--- config.mk ---
export PLATFORM = sky130hd
export DESIGN_NAME = dma_chan_top
export DESIGN_NICKNAME = d
export VERILOG_FILES = /design/src/rtl/dma_chan_pkg.sv /design/src/rtl/dma_chan_datapath.sv /design/src/rtl/dma_chan_ctrl.sv /design/src/rtl/dma_chan_top.sv
export SDC_FILE = /design/constraint.sdc
export NUM_CORES = 1
export LEC_CHECK = 0
export BUFFER_PORTS_ARGS = -buffer_cell sky130_fd_sc_hd__buf_2
export CAP_MARGIN = 20
export CORE_UTILIZATION = 55
export CTS_CLUSTER_DIAMETER = 30
export DETAILED_ROUTE_END_ITERATION = 8
export GPL_ROUTABILITY_DRIVEN = 0
export PLACE_DENSITY_LB_ADDON = 0.2
export RECOVER_POWER = 100
export SLEW_MARGIN = 10
export SYNTH_ARGS = -nofsm -noshare
export SYNTH_HDL_FRONTEND = slang
export SYNTH_HIERARCHICAL = 1
export SYNTH_SLANG_ARGS = --single-unit
--- constraint.sdc ---
create_clock -name clk -period 6.65 [get_ports clk]
set_input_delay 0.665 -clock clk [delete_from_list [all_inputs] [get_ports clk]]
set_output_delay 0.665 -clock clk [all_outputs]
set_load 0.02 [all_outputs]
--- src/rtl/dma_chan_pkg.sv ---
package dma_chan_pkg;

  typedef enum logic [1:0] {
    ADJ_INC = 2'd0,
    ADJ_DEC = 2'd1,
    ADJ_FIX = 2'd2,
    ADJ_RLD = 2'd3
  } adjCode_e;

  typedef enum logic [1:0] {
    ST_IDLE  = 2'd0,
    ST_READ  = 2'd1,
    ST_WRITE = 2'd2
  } chanState_e;

  // control halfword field positions
  localparam int CTL_EN_BIT   = 15;
  localparam int CTL_IRQ_BIT  = 14;
  localparam int CTL_WIDE_BIT = 10;
  localparam int CTL_SRC_LO   = 7;
  localparam int CTL_DST_LO   = 5;

  // strobes from control to datapath
  typedef struct packed {
    logic latchData;
    logic advance;
    logic clearEn;
  } dmaStrobe_t;

  // next working pointer after one unit
  function automatic logic [31:0] stepAddr(input logic [31:0] addr,
                                           input adjCode_e code,
                                           input logic wide,
                                           input logic isSrc);
    logic [31:0] stride;
    stride = wide ? 32'd4 : 32'd2;
    unique case (code)
      ADJ_INC: stepAddr = addr + stride;
      ADJ_DEC: stepAddr = addr - stride;
      ADJ_FIX: stepAddr = addr;
      default: stepAddr = isSrc ? addr : addr + stride;
    endcase
  endfunction

endpackage

--- src/rtl/dma_chan_datapath.sv ---
module dma_chan_datapath
  import dma_chan_pkg::*;
#(
  parameter int CHAN_ID = 0
) (
  input  logic        clk,
  input  logic        rstN,
  input  logic        srcWrEn,
  input  logic [31:0] srcWrData,
  input  logic        dstWrEn,
  input  logic [31:0] dstWrData,
  input  logic        cntWrEn,
  input  logic [15:0] cntWrData,
  input  logic        ctlWrEn,
  input  logic [15:0] ctlWrData,
  input  logic        wordWrEn,
  input  logic [31:0] wordWrData,
  input  logic [31:0] rdData,
  input  dmaStrobe_t  strobe,
  output logic [15:0] ctlOut,
  output logic [31:0] workSrc,
  output logic [31:0] workDst,
  output logic [31:0] wrData,
  output logic        chanEn,
  output logic        irqEn,
  output logic        wideMode,
  output adjCode_e    srcCode,
  output adjCode_e    dstCode,
  output logic        lastUnit
);

  localparam int SRC_BITS = (CHAN_ID == 0) ? 27 : 28;
  localparam int DST_BITS = (CHAN_ID == 3) ? 28 : 27;
  localparam int CNT_W    = (CHAN_ID == 3) ? 16 : 14;
  localparam logic [31:0] SRC_MASK = (32'd1 << SRC_BITS) - 32'd1;
  localparam logic [31:0] DST_MASK = (32'd1 << DST_BITS) - 32'd1;

  logic [31:0]      srcReg, dstReg;
  logic [CNT_W-1:0] cntReg, workCnt;
  logic [15:0]      ctlReg;

  // write path decode: the combined write wins over the halfword ports
  logic             ctlWrite, cntWrite, loadWork;
  logic [15:0]      ctlNew, cntSrc;
  logic [CNT_W-1:0] cntNew, cntForLoad;

  always_comb begin
    ctlWrite   = ctlWrEn | wordWrEn;
    cntWrite   = cntWrEn | wordWrEn;
    ctlNew     = wordWrEn ? wordWrData[31:16] : ctlWrData;
    cntSrc     = wordWrEn ? wordWrData[15:0]  : cntWrData;
    cntNew     = CNT_W'(cntSrc);
    cntForLoad = cntWrite ? cntNew : cntReg;
    loadWork   = ctlWrite & ~ctlReg[CTL_EN_BIT] & ctlNew[CTL_EN_BIT];
  end

  // programmed registers
  always_ff @(posedge clk or negedge rstN) begin
    if (!rstN) begin
      srcReg <= '0;
      dstReg <= '0;
      cntReg <= '0;
      ctlReg <= '0;
    end else begin
      if (srcWrEn)  srcReg <= srcWrData & SRC_MASK;
      if (dstWrEn)  dstReg <= dstWrData & DST_MASK;
      if (cntWrite) cntReg <= cntNew;
      if (ctlWrite)            ctlReg <= ctlNew;
      else if (strobe.clearEn) ctlReg[CTL_EN_BIT] <= 1'b0;
    end
  end

  // working registers: loaded on the enable rising edge only
  always_ff @(posedge clk or negedge rstN) begin
    if (!rstN) begin
      workSrc <= '0;
      workDst <= '0;
      workCnt <= '0;
    end else if (loadWork) begin
      workSrc <= srcReg;
      workDst <= dstReg;
      workCnt <= (cntForLoad == '0) ? '1 : cntForLoad;
    end else if (strobe.advance) begin
      workSrc <= stepAddr(workSrc, srcCode, wideMode, 1'b1);
      workDst <= stepAddr(workDst, dstCode, wideMode, 1'b0);
      workCnt <= workCnt - 1'b1;
    end
  end

  // unit buffer between read and write
  always_ff @(posedge clk or negedge rstN) begin
    if (!rstN)                 wrData <= '0;
    else if (strobe.latchData) wrData <= wideMode ? rdData : {16'h0000, rdData[15:0]};
  end

  assign ctlOut   = ctlReg;
  assign chanEn   = ctlReg[CTL_EN_BIT];
  assign irqEn    = ctlReg[CTL_IRQ_BIT];
  assign wideMode = ctlReg[CTL_WIDE_BIT];
  assign srcCode  = adjCode_e'(ctlReg[CTL_SRC_LO +: 2]);
  assign dstCode  = adjCode_e'(ctlReg[CTL_DST_LO +: 2]);
  assign lastUnit = (workCnt == CNT_W'(1));

  AST_LOAD_CNT_NONZERO: assert property (@(posedge clk) disable iff (!rstN)
    loadWork |=> workCnt != '0);
  AST_LOAD_SRC_MASKED: assert property (@(posedge clk) disable iff (!rstN)
    loadWork |=> (workSrc & ~SRC_MASK) == 32'd0);
  AST_LOAD_DST_MASKED: assert property (@(posedge clk) disable iff (!rstN)
    loadWork |=> (workDst & ~DST_MASK) == 32'd0);

endmodule

--- src/rtl/dma_chan_ctrl.sv ---
module dma_chan_ctrl
  import dma_chan_pkg::*;
(
  input  logic       clk,
  input  logic       rstN,
  input  logic       chanEn,
  input  logic       irqEn,
  input  adjCode_e   srcCode,
  input  logic       lastUnit,
  input  logic       busRdValid,
  input  logic       busWrReady,
  output dmaStrobe_t strobe,
  output logic       busRdReq,
  output logic       busWrReq,
  output logic       irqPulse,
  output logic       errFlag
);

  chanState_e state, stateNxt;
  logic       setErr;

  always_comb begin
    stateNxt = state;
    strobe   = '0;
    setErr   = 1'b0;
    busRdReq = 1'b0;
    busWrReq = 1'b0;
    unique case (state)
      ST_IDLE: begin
        if (chanEn) begin
          if (srcCode == ADJ_RLD) begin
            setErr         = 1'b1;
            strobe.clearEn = 1'b1;
          end else begin
            stateNxt = ST_READ;
          end
        end
      end
      ST_READ: begin
        busRdReq = 1'b1;
        if (busRdValid) begin
          strobe.latchData = 1'b1;
          stateNxt         = ST_WRITE;
        end
      end
      ST_WRITE: begin
        busWrReq = 1'b1;
        if (busWrReady) begin
          strobe.advance = 1'b1;
          strobe.clearEn = lastUnit;
          stateNxt       = ST_IDLE;
        end
      end
      default: stateNxt = ST_IDLE;
    endcase
  end

  always_ff @(posedge clk or negedge rstN) begin
    if (!rstN) begin
      state    <= ST_IDLE;
      irqPulse <= 1'b0;
      errFlag  <= 1'b0;
    end else begin
      state    <= stateNxt;
      irqPulse <= strobe.advance & lastUnit & irqEn;
      errFlag  <= errFlag | setErr;
    end
  end

  AST_RD_WR_EXCLUSIVE: assert property (@(posedge clk) disable iff (!rstN)
    !(busRdReq && busWrReq));
  AST_IRQ_ONE_CYCLE: assert property (@(posedge clk) disable iff (!rstN)
    irqPulse |=> !irqPulse);
  AST_ERR_STICKY: assert property (@(posedge clk) disable iff (!rstN)
    errFlag |=> errFlag);
  AST_ERR_NO_BUS: assert property (@(posedge clk) disable iff (!rstN)
    $rose(errFlag) |-> !busRdReq && !busWrReq);

endmodule

--- src/rtl/dma_chan_top.sv ---
module dma_chan_top
  import dma_chan_pkg::*;
#(
  parameter int CHAN_ID = 0
) (
  input  logic        clk,
  input  logic        rstN,
  input  logic        srcWrEn,
  input  logic [31:0] srcWrData,
  input  logic        dstWrEn,
  input  logic [31:0] dstWrData,
  input  logic        cntWrEn,
  input  logic [15:0] cntWrData,
  input  logic        ctlWrEn,
  input  logic [15:0] ctlWrData,
  input  logic        wordWrEn,
  input  logic [31:0] wordWrData,
  output logic [15:0] ctlRdData,
  output logic        busRdReq,
  output logic [31:0] busRdAddr,
  output logic        busRdWide,
  input  logic        busRdValid,
  input  logic [31:0] busRdData,
  output logic        busWrReq,
  output logic [31:0] busWrAddr,
  output logic [31:0] busWrData,
  output logic        busWrWide,
  input  logic        busWrReady,
  output logic        irqPulse,
  output logic        srcErr
);

  dmaStrobe_t strobe;
  logic       chanEn, irqEn, wideMode, lastUnit;
  adjCode_e   srcCode, dstCode;

  dma_chan_datapath #(.CHAN_ID(CHAN_ID)) u_datapath (
    .clk        (clk),
    .rstN       (rstN),
    .srcWrEn    (srcWrEn),
    .srcWrData  (srcWrData),
    .dstWrEn    (dstWrEn),
    .dstWrData  (dstWrData),
    .cntWrEn    (cntWrEn),
    .cntWrData  (cntWrData),
    .ctlWrEn    (ctlWrEn),
    .ctlWrData  (ctlWrData),
    .wordWrEn   (wordWrEn),
    .wordWrData (wordWrData),
    .rdData     (busRdData),
    .strobe     (strobe),
    .ctlOut     (ctlRdData),
    .workSrc    (busRdAddr),
    .workDst    (busWrAddr),
    .wrData     (busWrData),
    .chanEn     (chanEn),
    .irqEn      (irqEn),
    .wideMode   (wideMode),
    .srcCode    (srcCode),
    .dstCode    (dstCode),
    .lastUnit   (lastUnit)
  );

  dma_chan_ctrl u_ctrl (
    .clk        (clk),
    .rstN       (rstN),
    .chanEn     (chanEn),
    .irqEn      (irqEn),
    .srcCode    (srcCode),
    .lastUnit   (lastUnit),
    .busRdValid (busRdValid),
    .busWrReady (busWrReady),
    .strobe     (strobe),
    .busRdReq   (busRdReq),
    .busWrReq   (busWrReq),
    .irqPulse   (irqPulse),
    .errFlag    (srcErr)
  );

  assign busRdWide = wideMode;
  assign busWrWide = wideMode;

  AST_RD_ADDR_HOLD: assert property (@(posedge clk) disable iff (!rstN)
    busRdReq && !busRdValid && !ctlWrEn && !wordWrEn |=> $stable(busRdAddr));
  AST_WR_HOLD: assert property (@(posedge clk) disable iff (!rstN)
    busWrReq && !busWrReady && !ctlWrEn && !wordWrEn
      |=> $stable(busWrAddr) && $stable(busWrData));

endmodule

# Word level (Yosys, flattened, before mapping)
# Index checks and enable logic that the tools add are counted.
[op_classes] add_sub_neg=5 n_eq_ne=12 muxes=31 n_bitwise=8 reduce_logical=9
[ops] op="2-to-1 mux 32 bit" count=5
[ops] op="one-hot mux 32 bit (2 select lines)" count=2
[ops] op="2-to-1 mux 14 bit" count=5
[ops] op="adder 32 bit" count=2
[ops] op="subtractor 32 bit" count=2
[ops] op="2-to-1 mux 16 bit" count=1
[ops] op="equality test 14 x 1 -> 1 bit, second input constant" count=1
[ops] op="zero test 14 bit" count=1
[ops] op="subtractor 14 x 1 -> 14 bit, second input constant" count=1
[ops] op="2-to-1 mux 1 bit" count=10
[ops] op="2-to-1 mux 2 bit" count=5
[ops] op="!= test 2 bit, second input constant" count=4
[ops] op="equality test 2 x 1 -> 1 bit, second input constant" count=3
[ops] op="equality test 2 bit, second input constant" count=3
[ops] op="one-hot mux 2 bit (3 select lines)" count=1
[ops] op="AND 1 bit" count=4
[ops] op="zero test 2 bit" count=2
[ops] op="AND reduction 2 bit" count=2
[ops] op="AND reduction 4 bit" count=1
[ops] op="nonzero test 2 bit" count=2
[ops] op="2-to-1 mux 3 bit" count=1
[ops] op="OR 1 bit" count=3
[ops] op="nonzero test 3 bit" count=1
[ops] op="!= test 2 x 1 -> 1 bit, second input constant" count=1
[ops] op="other kinds (2)" count=2
[word_totals] reg_bits=198 input_bits=169 output_inout_bits=118 wordCells=77

# Depth between registers and ports, before layout
# Gate-level depths: netlist of run 1.
[depth] ltp_word=6 mapped_depth=16 depth_no_buf=10

# Cells and area by module
# The synthesis of run 1 kept the hierarchy.
[by_module_without_submodules] module="dma_chan_datapath" instances=1 cells_each=1300 area_each_um2=11673.7 seq_area_each_um2=4854.7
[by_module_without_submodules] module="dma_chan_ctrl" instances=1 cells_each=20 area_each_um2=203.9 seq_area_each_um2=100.1
[by_module_without_submodules] module="dma_chan_top" instances=1 cells_each=1 area_each_um2=7.5 seq_area_each_um2=0.0

# Least setup slack after synthesis of run 1
# OpenSTA, ideal clock, no wires.
[synth_timing] path_type="register to register" from="register u_datapath.ctlReg[6], in the netlist u_datapath/ctlOut[6]" to="register u_datapath.workDst[31]" setup_time_ns=0.079 arrival_time_ns=3.956 required_time_ns=6.571 slack_ns=2.615 path_stages_with_launch=17 n_path_buf=6 synth_period_minus_slack_ns=4.035 path_cell_list="dfrtp_1 > nand2b_1 > buf_4 > clkbuf_8 > clkbuf_1 > clkbuf_8 > clkbuf_1 > nor2_1 > ha_1 > buf_6 > or4_4 > or4_4 > a31oi_4 > or4_4 > nor2_1 > a211oi_1 > mux2i_1"
[synth_via] elab_chain_len=4 elab_cells_between_ends=7 classes_between="eq/ne: 3; mux: 3; reduce/logical: 1"
[synth_rtl] element="from (decl)" line="dma_chan_datapath.sv:40" text="logic [15:0] ctlReg;"
[synth_rtl] element="from (signal assigned)" line="dma_chan_datapath.sv:68" text="if (ctlWrite) ctlReg <= ctlNew;"
[synth_rtl] element="equality test 2 bit or equality test 2 x 1 -> 1 bit (tied branches)" line="dma_chan_pkg.sv:37" text="unique case (code)"
[synth_rtl] element="one-hot mux 32 bit (2 select lines)" line="dma_chan_pkg.sv:37"
[synth_rtl] element="2-to-1 mux 32 bit" line="dma_chan_datapath.sv:83" text="end else if (strobe.advance) begin"
[synth_rtl] element="2-to-1 mux 32 bit" line="dma_chan_datapath.sv:79" text="end else if (loadWork) begin"
[synth_rtl] element="to (signal assigned)" line="dma_chan_datapath.sv:81" text="workDst <= dstReg;"
[synth_rtl] element="to (signal assigned)" line="dma_chan_datapath.sv:85" text="workDst <= stepAddr(workDst, dstCode, wideMode, 1'b0);"
[synth_rtl] element="to (decl)" line="dma_chan_datapath.sv:22" text="output logic [31:0] workDst,"
# Parallel ways exist; a longest one is shown, timed or not. The select of a mux whose other input is x is not followed.
# A chain may end at the register's enable or synchronous reset.

# Worst setup path in the final report of run 1
[layout_timing] from="input port wordWrEn" to="register u_datapath.workSrc[22]"
[layout_via] elab_chain_len=5 elab_cells_between_ends=8 classes_between="mux: 2; bitwise: 3; reduce/logical: 3"
[layout_rtl] element="from (decl)" line="dma_chan_top.sv:16" text="input logic wordWrEn,"
[layout_rtl] element="OR 1 bit" line="dma_chan_datapath.sv:48" text="ctlWrite = ctlWrEn | wordWrEn;"
[layout_rtl] element="AND 1 bit" line="dma_chan_datapath.sv:54" text="loadWork = ctlWrite & ~ctlReg[CTL_EN_BIT] & ctlNew[CTL_EN_BIT];"
[layout_rtl] element="AND 1 bit (*)" line="dma_chan_datapath.sv:54"
[layout_rtl] element="nonzero test 3 bit (no line) or nonzero test 2 bit (tied branches)"
[layout_rtl] element="AND reduction 2 bit (no line)"
[layout_rtl] element="to (signal assigned)" line="dma_chan_datapath.sv:80" text="workSrc <= srcReg;"
[layout_rtl] element="to (signal assigned)" line="dma_chan_datapath.sv:84" text="workSrc <= stepAddr(workSrc, srcCode, wideMode, 1'b1);"
[layout_rtl] element="to (decl)" line="dma_chan_datapath.sv:21" text="output logic [31:0] workSrc,"
# Mark *: on every way between the ends. The rest lies on a longest branch, timed or not.

==> results of run 1 <==
[report_power, final]
| group | total [µW] | switching (µW) | internal [µW] | leakage, µW |
|---|---|---|---|---|
| Sequential | 1840 | 365 | 1470 | 0.00237 |
| Clock | 1100 | 545 | 551 | 0.000308 |
| Combinational | 1380 | 889 | 488 | 0.00292 |
| Total | 4310 | 1800 | 2510 | 0.00560 |
[metal layers]
layer	routed length, µm	track usage [%]	vias to the layer above
met5	13	0	-
met4	1470	15.5	2
met3	2870	6.27	126
met2	16400	50.9	659
met1	13300	38.1	5276
li1	-	-	5107
[sequential cells by signal, indices dropped and copies added (netlist names)]
signal	cells
u_datapath/ctlOut	16
u_datapath/dstReg	27
u_ctrl/errFlag	1
u_datapath/workDst	32
u_datapath/wrData	32
u_datapath/workSrc	32
u_datapath/cntReg	14
u_ctrl/state	2
u_ctrl/irqPulse	1
u_datapath/srcReg	27
u_datapath/workCnt	14
[layout make-up]
type | instances | area, µm² | area share [%]
multi-input combinational | 969 | 6160 | 45.5
clock buffer | 17 | 425 | 3.14
tap | 275 | 344 | 2.54
antenna | 4 | 10.0 | 0.0740
clock inverter | 15 | 206 | 1.53
timing repair buffer | 280 | 1280 | 9.45
inverter | 40 | 150 | 1.11
sequential | 198 | 4950 | 36.6
[worst min path at each step]
stage                                              to  slack [ps]  cells after the start
global route         u_datapath/ctlOut[3]$_DFFE_PN0N_         420                      3
global placement    u_datapath/workDst[0]$_DFFE_PN0P_         450                      2
CTS                 u_datapath/dstReg[21]$_DFFE_PN0P_         400                      1
finish               u_datapath/ctlOut[3]$_DFFE_PN0N_         420                      3
detailed placement           u_ctrl/errFlag$_DFF_PN0_         460                      1
floorplan                    u_ctrl/errFlag$_DFF_PN0_         370                      0
[cells in the final DEF, fill, tap and decap left out, types with 47 or more instances in the layout]
master / n
sky130_fd_sc_hd__buf_2: 150
sky130_fd_sc_hd__clkbuf_1: 122
sky130_fd_sc_hd__mux2_2: 70
sky130_fd_sc_hd__dfrtp_1: 198
sky130_fd_sc_hd__mux2i_1: 47
sky130_fd_sc_hd__nand2_1: 132
sky130_fd_sc_hd__nand3_1: 56
sky130_fd_sc_hd__o21ai_0: 95
sky130_fd_sc_hd__a21oi_1: 65
sky130_fd_sc_hd__nor2_1: 105
[worst max-delay path: stages]
cell and delay [ps]:
sky130_fd_sc_hd__clkbuf_1 1660, sky130_fd_sc_hd__nand2_1 270, sky130_fd_sc_hd__a21oi_1 1500, sky130_fd_sc_hd__buf_4 640
sky130_fd_sc_hd__nand2_1 170, sky130_fd_sc_hd__o21ai_0 100
[through the flow]
| step | setup slack [ps] | area (µm²) | hold WS [ps] | total power (µW) | cells |
|---|---|---|---|---|---|
| final | 1960 | 13500 | 424 | 4310 | 1798 |
| after global routing | 1560 | 13500 | 419 | 4540 | 1798 |
| after CTS | 2830 | 13700 | 401 | 4380 | 1793 |
| after detailed placement | 2860 | 13100 | 461 | 3270 | 1761 |
| after global placement | 2960 | 13100 | 446 | 3220 | 1761 |
| after floorplan | 2630 | 11900 | 369 | 2780 | 1319 |
==> PnR_summary.wiki, run 1 <==
{| class="wikitable"
! Metric !! Value
|-
| Number of failing hold endpoints at the final stage || 0
|-
| Result of the run || finished with violations
|-
| VDD IR-drop max || 0.231 mV
|-
| Grt ovf || 0
|-
| Power per unit of standard cell area || 319 nW/µm²
|-
| WL per Instance || 18.9 µm
|-
| Total I/O pin count || 287
|-
| Max capacitance violation total || 7
|-
| Post-DP HPWL || 23.7 mm
|-
| Number of DRC markers in iteration 0 || 1083
|-
| Number of sinks driven by the clock tree || 198
|-
| Syn_area_per_cell || 9.00 µm²
|-
| Max_slew headroom || -98.8%
|-
| Clk_lat worst skew || 440 ps
|-
| Starting density of the core || 56.3%
|-
| Worst Tran Pin Value || 2980 ps
|-
| Die width || 149 µm
|-
| Longest Clk Path Bufs || 2
|-
| Standard-cell row count || 53
|-
| Setup violators final || 0
|-
| CTS resizes || 0
|-
| Final period utilization || 70.5%
|-
| Area inside the core boundary || 21100 µm²
|-
| Failing checks || max-capacitance violations, max-slew violations
|-
| Data required, critical path || 7010 ps
|-
| H-tree levels || 4
|-
| Post-synthesis instance area || 11900 µm²
|-
| Clock transition time at the flip-flop clock pins of the worst setup and hold paths || 80 ps
|-
| Antenna violations before repair || 5
|-
| Summed negative setup slack over all endpoints || 0 ps
|-
| Crit Path Category || input pin to flop
|-
| CP max FO || 61
|-
| Via-to-Cell Ratio || 6.21
|-
| Clock skew after layout || 15.6 ps
|-
| Leakage component of the power || 0.00560 µW
|-
| Vias in the first global route || 10800
|-
| Maximum operating frequency || 213 MHz
|-
| Number of buffers added on ports || 272
|-
| Setup slack, reg-to-reg || 2680 ps
|-
| Number of buffers added to fix hold violations after cts || 0
|-
| Clock tree from TritonCTS || yes
|-
| Post-Syn Instances || 1319
|-
| Crit start category || input pin
|-
| Post-CTS setup buffer count || 0
|-
| Filler Cells Inserted || 1916
|-
| Syn. warnings || 6
|-
| Total track usage || 30.8%
|-
| Number of optimization iterations in the first detailed-route pass || 6
|-
| Maximum number of pins on one net before global-route repair || 120
|-
| Nature of the critical path endpoint || flop
|-
| Fin. max-slew vios || 347
|-
| Cell at the root of the clock tree || sky130_fd_sc_hd__clkbuf_16
|-
| Global-route wire length before repair || 53.8 mm
|-
| Unrepaired setup endpoints after global routing || false
|-
| DRC || 0
|-
| Clock buffers created by TritonCTS || 17
|-
| CP startpoint || wordWrEn
|-
| CP arrival || 5050 ps
|-
| Min Tclk post-route || 4690 ps
|-
| Proportion of layout cells with a drive suffix above 1 || 18.4%
|-
| Relative area change from synthesis to final layout || 14.0%
|-
| Final Routed Wirelength || 34.0 mm
|-
| Endpoint of the worst setup timing path || u_datapath/workSrc[22]$_DFFE_PN0P_
|-
| Worst Hold Class || input pin to flop
|-
| Number of nets with antenna violations after routing || 0
|-
| R2r worst-path depth || 10
|-
| RR Startpoint || u_datapath/ctlOut[8]$_DFFE_PN0N_
|-
| Die Height || 149 µm
|-
| Number of nets produced by synthesis || 1500
|-
| Layout net count || 1687
|-
| Utilization after layout || 64.2%
|-
| Worst r2r dst || u_datapath/workSrc[12]$_DFFE_PN0P_
|-
| Launch point of the worst hold path || wordWrData[19]
|-
| Total via count in the routed design || 11200
|-
| Area enclosed by the die boundary || 22200 µm²
|}
(Power assumes the default switching activity.)
==> run 2: changes to the inputs <==
==> constraint.sdc (replaced) <==
create_clock -name clk -period 4.8 [get_ports clk]
set_input_delay 0.48 -clock clk [delete_from_list [all_inputs] [get_ports clk]]
set_output_delay 0.48 -clock clk [all_outputs]
set_load 0.02 [all_outputs]
==> run 2 against run 1 <==
- the flow still finishes with violations (max-capacitance violations, max-slew violations)
- routed wire length fell by 0.72%
- clock skew rose by 1.3 ps
- worst setup slack got worse by 1300 ps
- register-to-register slack got worse by 2000 ps
- hold slack got worse by 190 ps
- non-clock buffer count rose by 3
- flip-flop and latch count did not move
- global-route usage fell by 0.21 points
- critical path depth rose by 3
- die area did not move
- critical path type is now flop to flop
- largest power group unchanged
- highest routed layer is now met4
==> PnR_summary.wiki, run 2 (synthesized netlist as in run 1, its figures left out) <==
{| class="wikitable"
! Metric !! Value
|-
| Launch point of the worst hold path || wordWrData[24]
|-
| Clk_lat worst skew || 440 ps
|-
| Crit Path Category || flop to flop
|-
| Hold path endpoint || u_datapath/ctlOut[8]$_DFFE_PN0N_
|-
| Unrepaired setup endpoints after global routing || false
|-
| Result of the run || finished with violations
|-
| Number of DRC markers in iteration 0 || 1029
|-
| Cell repeated most along the worst path || sky130_fd_sc_hd__mux2i_1
|-
| Summed negative setup slack over all endpoints || 0 ps
|-
| CTS resizes || 0
|-
| Area inside the core boundary || 21100 µm²
|-
| Internal Dissipation || 3430 µW
|-
| Clock transition time at the flip-flop clock pins of the worst setup and hold paths || 90 ps
|-
| Switching power summed over all nets || 2480 µW
|-
| WL per Instance || 18.8 µm
|-
| Relative area change from synthesis to final layout || 14.0%
|-
| R2r worst-path depth || 9
|-
| Share of total power in sequential cells || 43.1%
|-
| Most frequent cells in the layout || 198 x sky130_fd_sc_hd__dfrtp_1, 151 x sky130_fd_sc_hd__buf_2, 132 x sky130_fd_sc_hd__nand2_1
|-
| Longest Clk Path Bufs || 2
|-
| Number of optimization iterations in the first detailed-route pass || 6
|-
| Die Height || 149 µm
|-
| CP max FO || 44
|-
| Total track usage || 30.6%
|-
| Global-route wire length before repair || 53.5 mm
|-
| Commonest non-fill, non-tap cell in the layout || sky130_fd_sc_hd__dfrtp_1
|-
| Relative contribution of combinational cells to total power || 32.4%
|-
| CP arrival || 4470 ps
|-
| DRC || 0
|-
| Number of buffers added to fix hold violations after cts || 0
|-
| Number of nets with antenna violations after routing || 0
|-
| Worst Tran Pin Value || 3040 ps
|-
| Cell at the root of the clock tree || sky130_fd_sc_hd__clkbuf_16
|-
| Proportion of layout cells with a drive suffix above 1 || 18.9%
|-
| Via-to-Cell Ratio || 6.13
|-
| Final Routed Wirelength || 33.8 mm
|-
| Count of buffering cells on the critical path with inverters included || 3
|-
| Crit start category || flop
|-
| Total I/O pin count || 287
|-
| Worst Hold Class || input pin to flop
|-
| Clock buffers created by TritonCTS || 17
|-
| Data required, critical path || 5160 ps
|-
| Die width || 149 µm
|-
| Vias in the first global route || 10400
|-
| Clock skew after layout || 17.0 ps
|-
| Post-CTS setup buffer count || 0
|-
| Worst setup timing slack at the placement stage || 1310 ps
|-
| Antenna violations before repair || 1
|-
| Number of failing hold endpoints at the final stage || 0
|-
| Critical path cell sequence || nand2b_1, clkbuf_2, inv_1, clkbuf_1, a31oi_1, or4_4, nor2_1, mux2i_1, mux2i_1
|-
| Failing checks || max-capacitance violations, max-slew violations
|-
| Cell family with the largest share of critical-path delay || buffers and inverters
|-
| Slowest cell on the critical path || sky130_fd_sc_hd__inv_1
|-
| Grt ovf || 0
|-
| Area taken by flip-flops and latches || 4950 µm²
|-
| Min Tclk post-route || 4110 ps
|-
| Area enclosed by the die boundary || 22200 µm²
|-
| Worst r2r dst || u_datapath/workDst[27]$_DFFE_PN0P_
|-
| Setup slack, reg-to-reg || 690 ps
|-
| Clock tree from TritonCTS || yes
|-
| Leakage component of the power || 0.00559 µW
|-
| H-tree levels || 4
|-
| Delay of the slowest cell on the worst path || 980 ps
|-
| Final period utilization || 85.7%
|-
| Power per unit of standard cell area || 437 nW/µm²
|-
| Nature of the critical path endpoint || flop
|-
| VDD IR-drop max || 0.337 mV
|-
| CP startpoint || u_datapath/ctlOut[6]$_DFFE_PN0N_
|-
| Fin. max-slew vios || 290
|-
| Total via count in the routed design || 11000
|-
| Maximum operating frequency || 243 MHz
|-
| Number of sinks driven by the clock tree || 198
|-
| Number of buffers added on ports || 272
|-
| Post-DP HPWL || 23.8 mm
|-
| Standard-cell row count || 53
|-
| Filler Cells Inserted || 1908
|-
| Multi-input gate area in the final layout || 6200 µm²
|-
| Setup violators final || 0
|-
| RR Startpoint || u_datapath/ctlOut[6]$_DFFE_PN0N_
|-
| Worst hold path cell count || 3
|-
| Fin worst setup slack || 688 ps
|-
| Clock power share || 24.5%
|-
| Top flop regs || u_datapath/workDst (32), u_datapath/workSrc (32), u_datapath/wrData (32)
|-
| Starting density of the core || 56.3%
|-
| Max capacitance violation total || 5
|-
| Maximum number of pins on one net before global-route repair || 123
|-
| Net switching fraction of the power || 42.0%
|-
| Max_slew headroom || -103%
|-
| Layout net count || 1690
|}
## run 2: changes by cell type in the layout (fill, tap and decap cells not counted), moves of 2 or more
cell	before	now
sky130_fd_sc_hd__clkbuf_2	1	5
sky130_fd_sc_hd__clkinvlp_4	0	3
sky130_fd_sc_hd__diode_2	4	1
sky130_fd_sc_hd__inv_6	0	2
sky130_fd_sc_hd__inv_8	5	3
sky130_fd_sc_hd__or4_1	19	16
sky130_fd_sc_hd__or4_4	0	3
## run 2: worst max path at each step
stage	end	depth (start not counted)
2_1_floorplan	u_datapath/workDst[31]$_DFFE_PN0P_	16
3_3_place_gp	u_datapath/workDst[31]$_DFFE_PN0P_	11
3_5_place_dp	u_datapath/workDst[28]$_DFFE_PN0P_	11
4_1_cts	u_datapath/workDst[28]$_DFFE_PN0P_	11
5_1_grt	u_datapath/workDst[27]$_DFFE_PN0P_	9
6_report	u_datapath/workDst[27]$_DFFE_PN0P_	9
## run 2: final cells by class
cell class                      count  share of cell area [%]
Sequential cell                   198                    36.6
Tap cell                          275                    2.54
Clock buffer                       17                    3.14
Inverter                           40                    1.11
Multi-Input combinational cell    969                    45.8
Antenna cell                        1                  0.0185
Clock inverter                     15                    1.33
Timing Repair Buffer              283                    9.43
## run 2: routing by layer
metal | global-route usage, % | vias to the layer above | part of all wire (%)
met1 | 38.3 | 5240 | 40
met3 | 6.54 | 75 | 8.5
met5 | 0 | - | 0
met2 | 52.3 | 623 | 49
met4 | 9.95 | 0 | 2.4
li1 | - | 5092 | -
## run 2: power by group through the flow
| stage | registers [µW] | clock network (µW) | logic (µW) |
|---|---|---|---|
| after CTS | 2530 | 1490 | 1990 |
| after floorplan | 2650 | 0 | 1200 |
| after global placement | 2540 | 0 | 1930 |
| after global routing | 2610 | 1550 | 2090 |
| final | 2550 | 1450 | 1910 |
| after detailed placement | 2550 | 0 | 1980 |
## run 2: worst min-delay path, cell delays in order
cell                      delay, ps
sky130_fd_sc_hd__buf_2           70
sky130_fd_sc_hd__nand2_1         40
sky130_fd_sc_hd__o21ai_0         60
## run 2: through the flow
step | std cells | utilization [%] | total power, µW | hold WS [ps] | cell area, µm²
after floorplan | 1319 | - | 3850 | 184 | 11900
after global placement | 1765 | 62.2 | 4470 | 443 | 13100
after detailed placement | 1765 | 62.2 | 4530 | 456 | 13100
after CTS | 1797 | 65.1 | 6000 | 222 | 13700
after global routing | 1797 | 64.2 | 6250 | 239 | 13500
final | 1798 | 64.2 | 5910 | 237 | 13500
==> run 3: changes to the inputs <==
==> constraint.sdc (replaced) <==
create_clock -name clk -period 4.8 [get_ports clk]
set_input_delay 0.24 -clock clk [delete_from_list [all_inputs] [get_ports clk]]
set_output_delay 0.24 -clock clk [all_outputs]
set_load 0.02 [all_outputs]
==> run 3 against run 2 <==
- largest cell class unchanged
- critical path depth down 2
- total power up 1.0%
- via count up 0.62%
- sequential share of layout area down 0.38 points
- the flow still finishes with violations (max-capacitance violations, max-slew violations)
- register-to-register slack better by 320 ps
- critical path type is now input pin to flop
==> PnR_summary.wiki, run 3 (synthesized netlist as in run 1, its figures left out) <==
{| class="wikitable"
! Metric !! Value
|-
| DRC || 0
|-
| Worst Hold Class || input pin to flop
|-
| Number of failing hold endpoints at the final stage || 0
|-
| Leakage component of the power || 0.00566 µW
|-
| Number of buffers added on ports || 272
|-
| Post-DP HPWL || 23.3 mm
|-
| Crit start category || input pin
|-
| Total placed instance area || 13100 µm²
|-
| Clk_lat worst skew || 440 ps
|-
| Area enclosed by the die boundary || 22200 µm²
|-
| Min Tclk post-route || 3870 ps
|-
| Setup slack, reg-to-reg || 1010 ps
|-
| CTS resizes || 0
|-
| Longest Clk Path Bufs || 2
|-
| Top flop regs || u_datapath/workDst (32), u_datapath/workSrc (32), u_datapath/wrData (32)
|-
| CP max FO || 61
|-
| Setup violators final || 0
|-
| Proportion of layout cells with a drive suffix above 1 || 18.5%
|-
| WL per Instance || 18.5 µm
|-
| Maximum number of pins on one net before global-route repair || 111
|-
| Summed negative setup slack over all endpoints || 0 ps
|-
| Relative area change from synthesis to final layout || 15.2%
|-
| Clock skew after layout || 14.0 ps
|-
| Endpoint of the worst setup timing path || u_datapath/workDst[20]$_DFFE_PN0P_
|-
| Final period utilization || 80.7%
|-
| Launch point of the worst hold path || srcWrData[13]
|-
| Max_slew headroom || -95.4%
|-
| Number of optimization iterations in the first detailed-route pass || 6
|-
| Maximum operating frequency || 258 MHz
|-
| Area inside the core boundary || 21100 µm²
|-
| Starting density of the core || 56.3%
|-
| Grt ovf || 0
|-
| Standard-cell row count || 53
|-
| VDD IR-drop max || 0.387 mV
|-
| Failing checks || max-capacitance violations, max-slew violations
|-
| Unrepaired setup endpoints after global routing || false
|-
| Filler Cells Inserted || 1892
|-
| Data required, critical path || 5090 ps
|-
| Multi-input gate area in the final layout || 6180 µm²
|-
| Commonest non-fill, non-tap cell in the layout || sky130_fd_sc_hd__dfrtp_1
|-
| Vias in the first global route || 10500
|-
| Die Height || 149 µm
|-
| Area taken by flip-flops and latches || 4950 µm²
|-
| Hold slack final || 18.5 ps
|-
| R2r worst-path depth || 9
|-
| Via-to-Cell Ratio || 6.14
|-
| Number of DRC markers in iteration 0 || 1187
|-
| Antenna cell count || 0
|-
| CP startpoint || wordWrEn
|-
| Die width || 149 µm
|-
| Clock transition time at the flip-flop clock pins of the worst setup and hold paths || 90 ps
|-
| H-tree levels || 4
|-
| CP arrival || 4170 ps
|-
| Global-route wire length before repair || 52.9 mm
|-
| Finished Cell Area || 13700 µm²
|-
| Worst Tran Pin Value || 2920 ps
|-
| Clock tree from TritonCTS || yes
|-
| Total via count in the routed design || 11100
|-
| Cell at the root of the clock tree || sky130_fd_sc_hd__clkbuf_16
|-
| Number of sinks driven by the clock tree || 198
|-
| Layout net count || 1700
|-
| Nature of the critical path endpoint || flop
|-
| Total chip power || 5970 µW
|-
| Max capacitance violation total || 5
|-
| Result of the run || finished with violations
|-
| Total track usage || 30.2%
|-
| RR Startpoint || u_datapath/ctlOut[10]$_DFFE_PN0N_
|-
| Most frequent cells in the layout || 198 x sky130_fd_sc_hd__dfrtp_1, 150 x sky130_fd_sc_hd__buf_2, 132 x sky130_fd_sc_hd__nand2_1
|-
| Final Routed Wirelength || 33.4 mm
|-
| Power per unit of standard cell area || 437 nW/µm²
|-
| Utilization after layout || 64.8%
|-
| Antenna violations before repair || 0
|-
| Number of nets with antenna violations after routing || 0
|-
| Clock buffers created by TritonCTS || 17
|-
| Crit Path Category || input pin to flop
|-
| Fin. max-slew vios || 277
|-
| Total I/O pin count || 287
|-
| Worst r2r dst || u_datapath/workSrc[23]$_DFFE_PN0P_
|}
[run 3: metrics by stage]
stage	instances	setup slack, ps
floorplan	1319	784
global route	1807	466
finish	1807	927
global placement	1762	1290
CTS	1804	1200
detailed placement	1762	1220
[run 3: worst min path at each step]
stage | cells past startpoint | endpoint | slack [ps]
2_1_floorplan | 0 | u_ctrl/errFlag$_DFF_PN0_ | -60
5_1_grt | 2 | u_datapath/wrData[14]$_DFFE_PN0P_ | 1
3_3_place_gp | 1 | u_datapath/dstReg[21]$_DFFE_PN0P_ | 410
6_report | 2 | u_datapath/srcReg[13]$_DFFE_PN0P_ | 20
3_5_place_dp | 1 | u_datapath/dstReg[21]$_DFFE_PN0P_ | 420
4_1_cts | 3 | u_datapath/ctlOut[0]$_DFFE_PN0N_ | 0.4
[run 3: worst max-delay path: stages]
cell	delay, ps
sky130_fd_sc_hd__clkbuf_1	1660
sky130_fd_sc_hd__nand2_1	390
sky130_fd_sc_hd__a21oi_4	490
sky130_fd_sc_hd__clkbuf_2	940
sky130_fd_sc_hd__nor3_1	100
sky130_fd_sc_hd__o21ai_0	180
sky130_fd_sc_hd__nand4_1	140
[run 3: metal layers]
| layer | track usage (%) | vias up | routed length [µm] |
|---|---|---|---|
| met5 | 0 | - | 0 |
| met4 | 11.1 | 0 | 934 |
| met3 | 7.19 | 91 | 2830 |
| met2 | 51.3 | 596 | 16400 |
| met1 | 37.2 | 5280 | 13300 |
| li1 | - | 5131 | - |
[run 3: repair_timing]
item / CTS / global route
buffers inserted: 0 / 0
hold buffers: 10 / 3
endpoints found under the hold margin: 118 / 3
[run 3: area by class of cell]
cell class                      instances  area share [%]
Sequential cell                       198            36.2
Tap cell                              275            2.52
Clock buffer                           17            3.11
Clock inverter                         15            1.51
Multi-Input combinational cell        969            45.2
Inverter                               40            1.10
Timing Repair Buffer                  293            10.3
[run 3: power by group]
part | internal [µW] | switching (µW)
combinational | 687 | 1220
clock | 730 | 782
sequential | 2040 | 510
total | 3460 | 2510
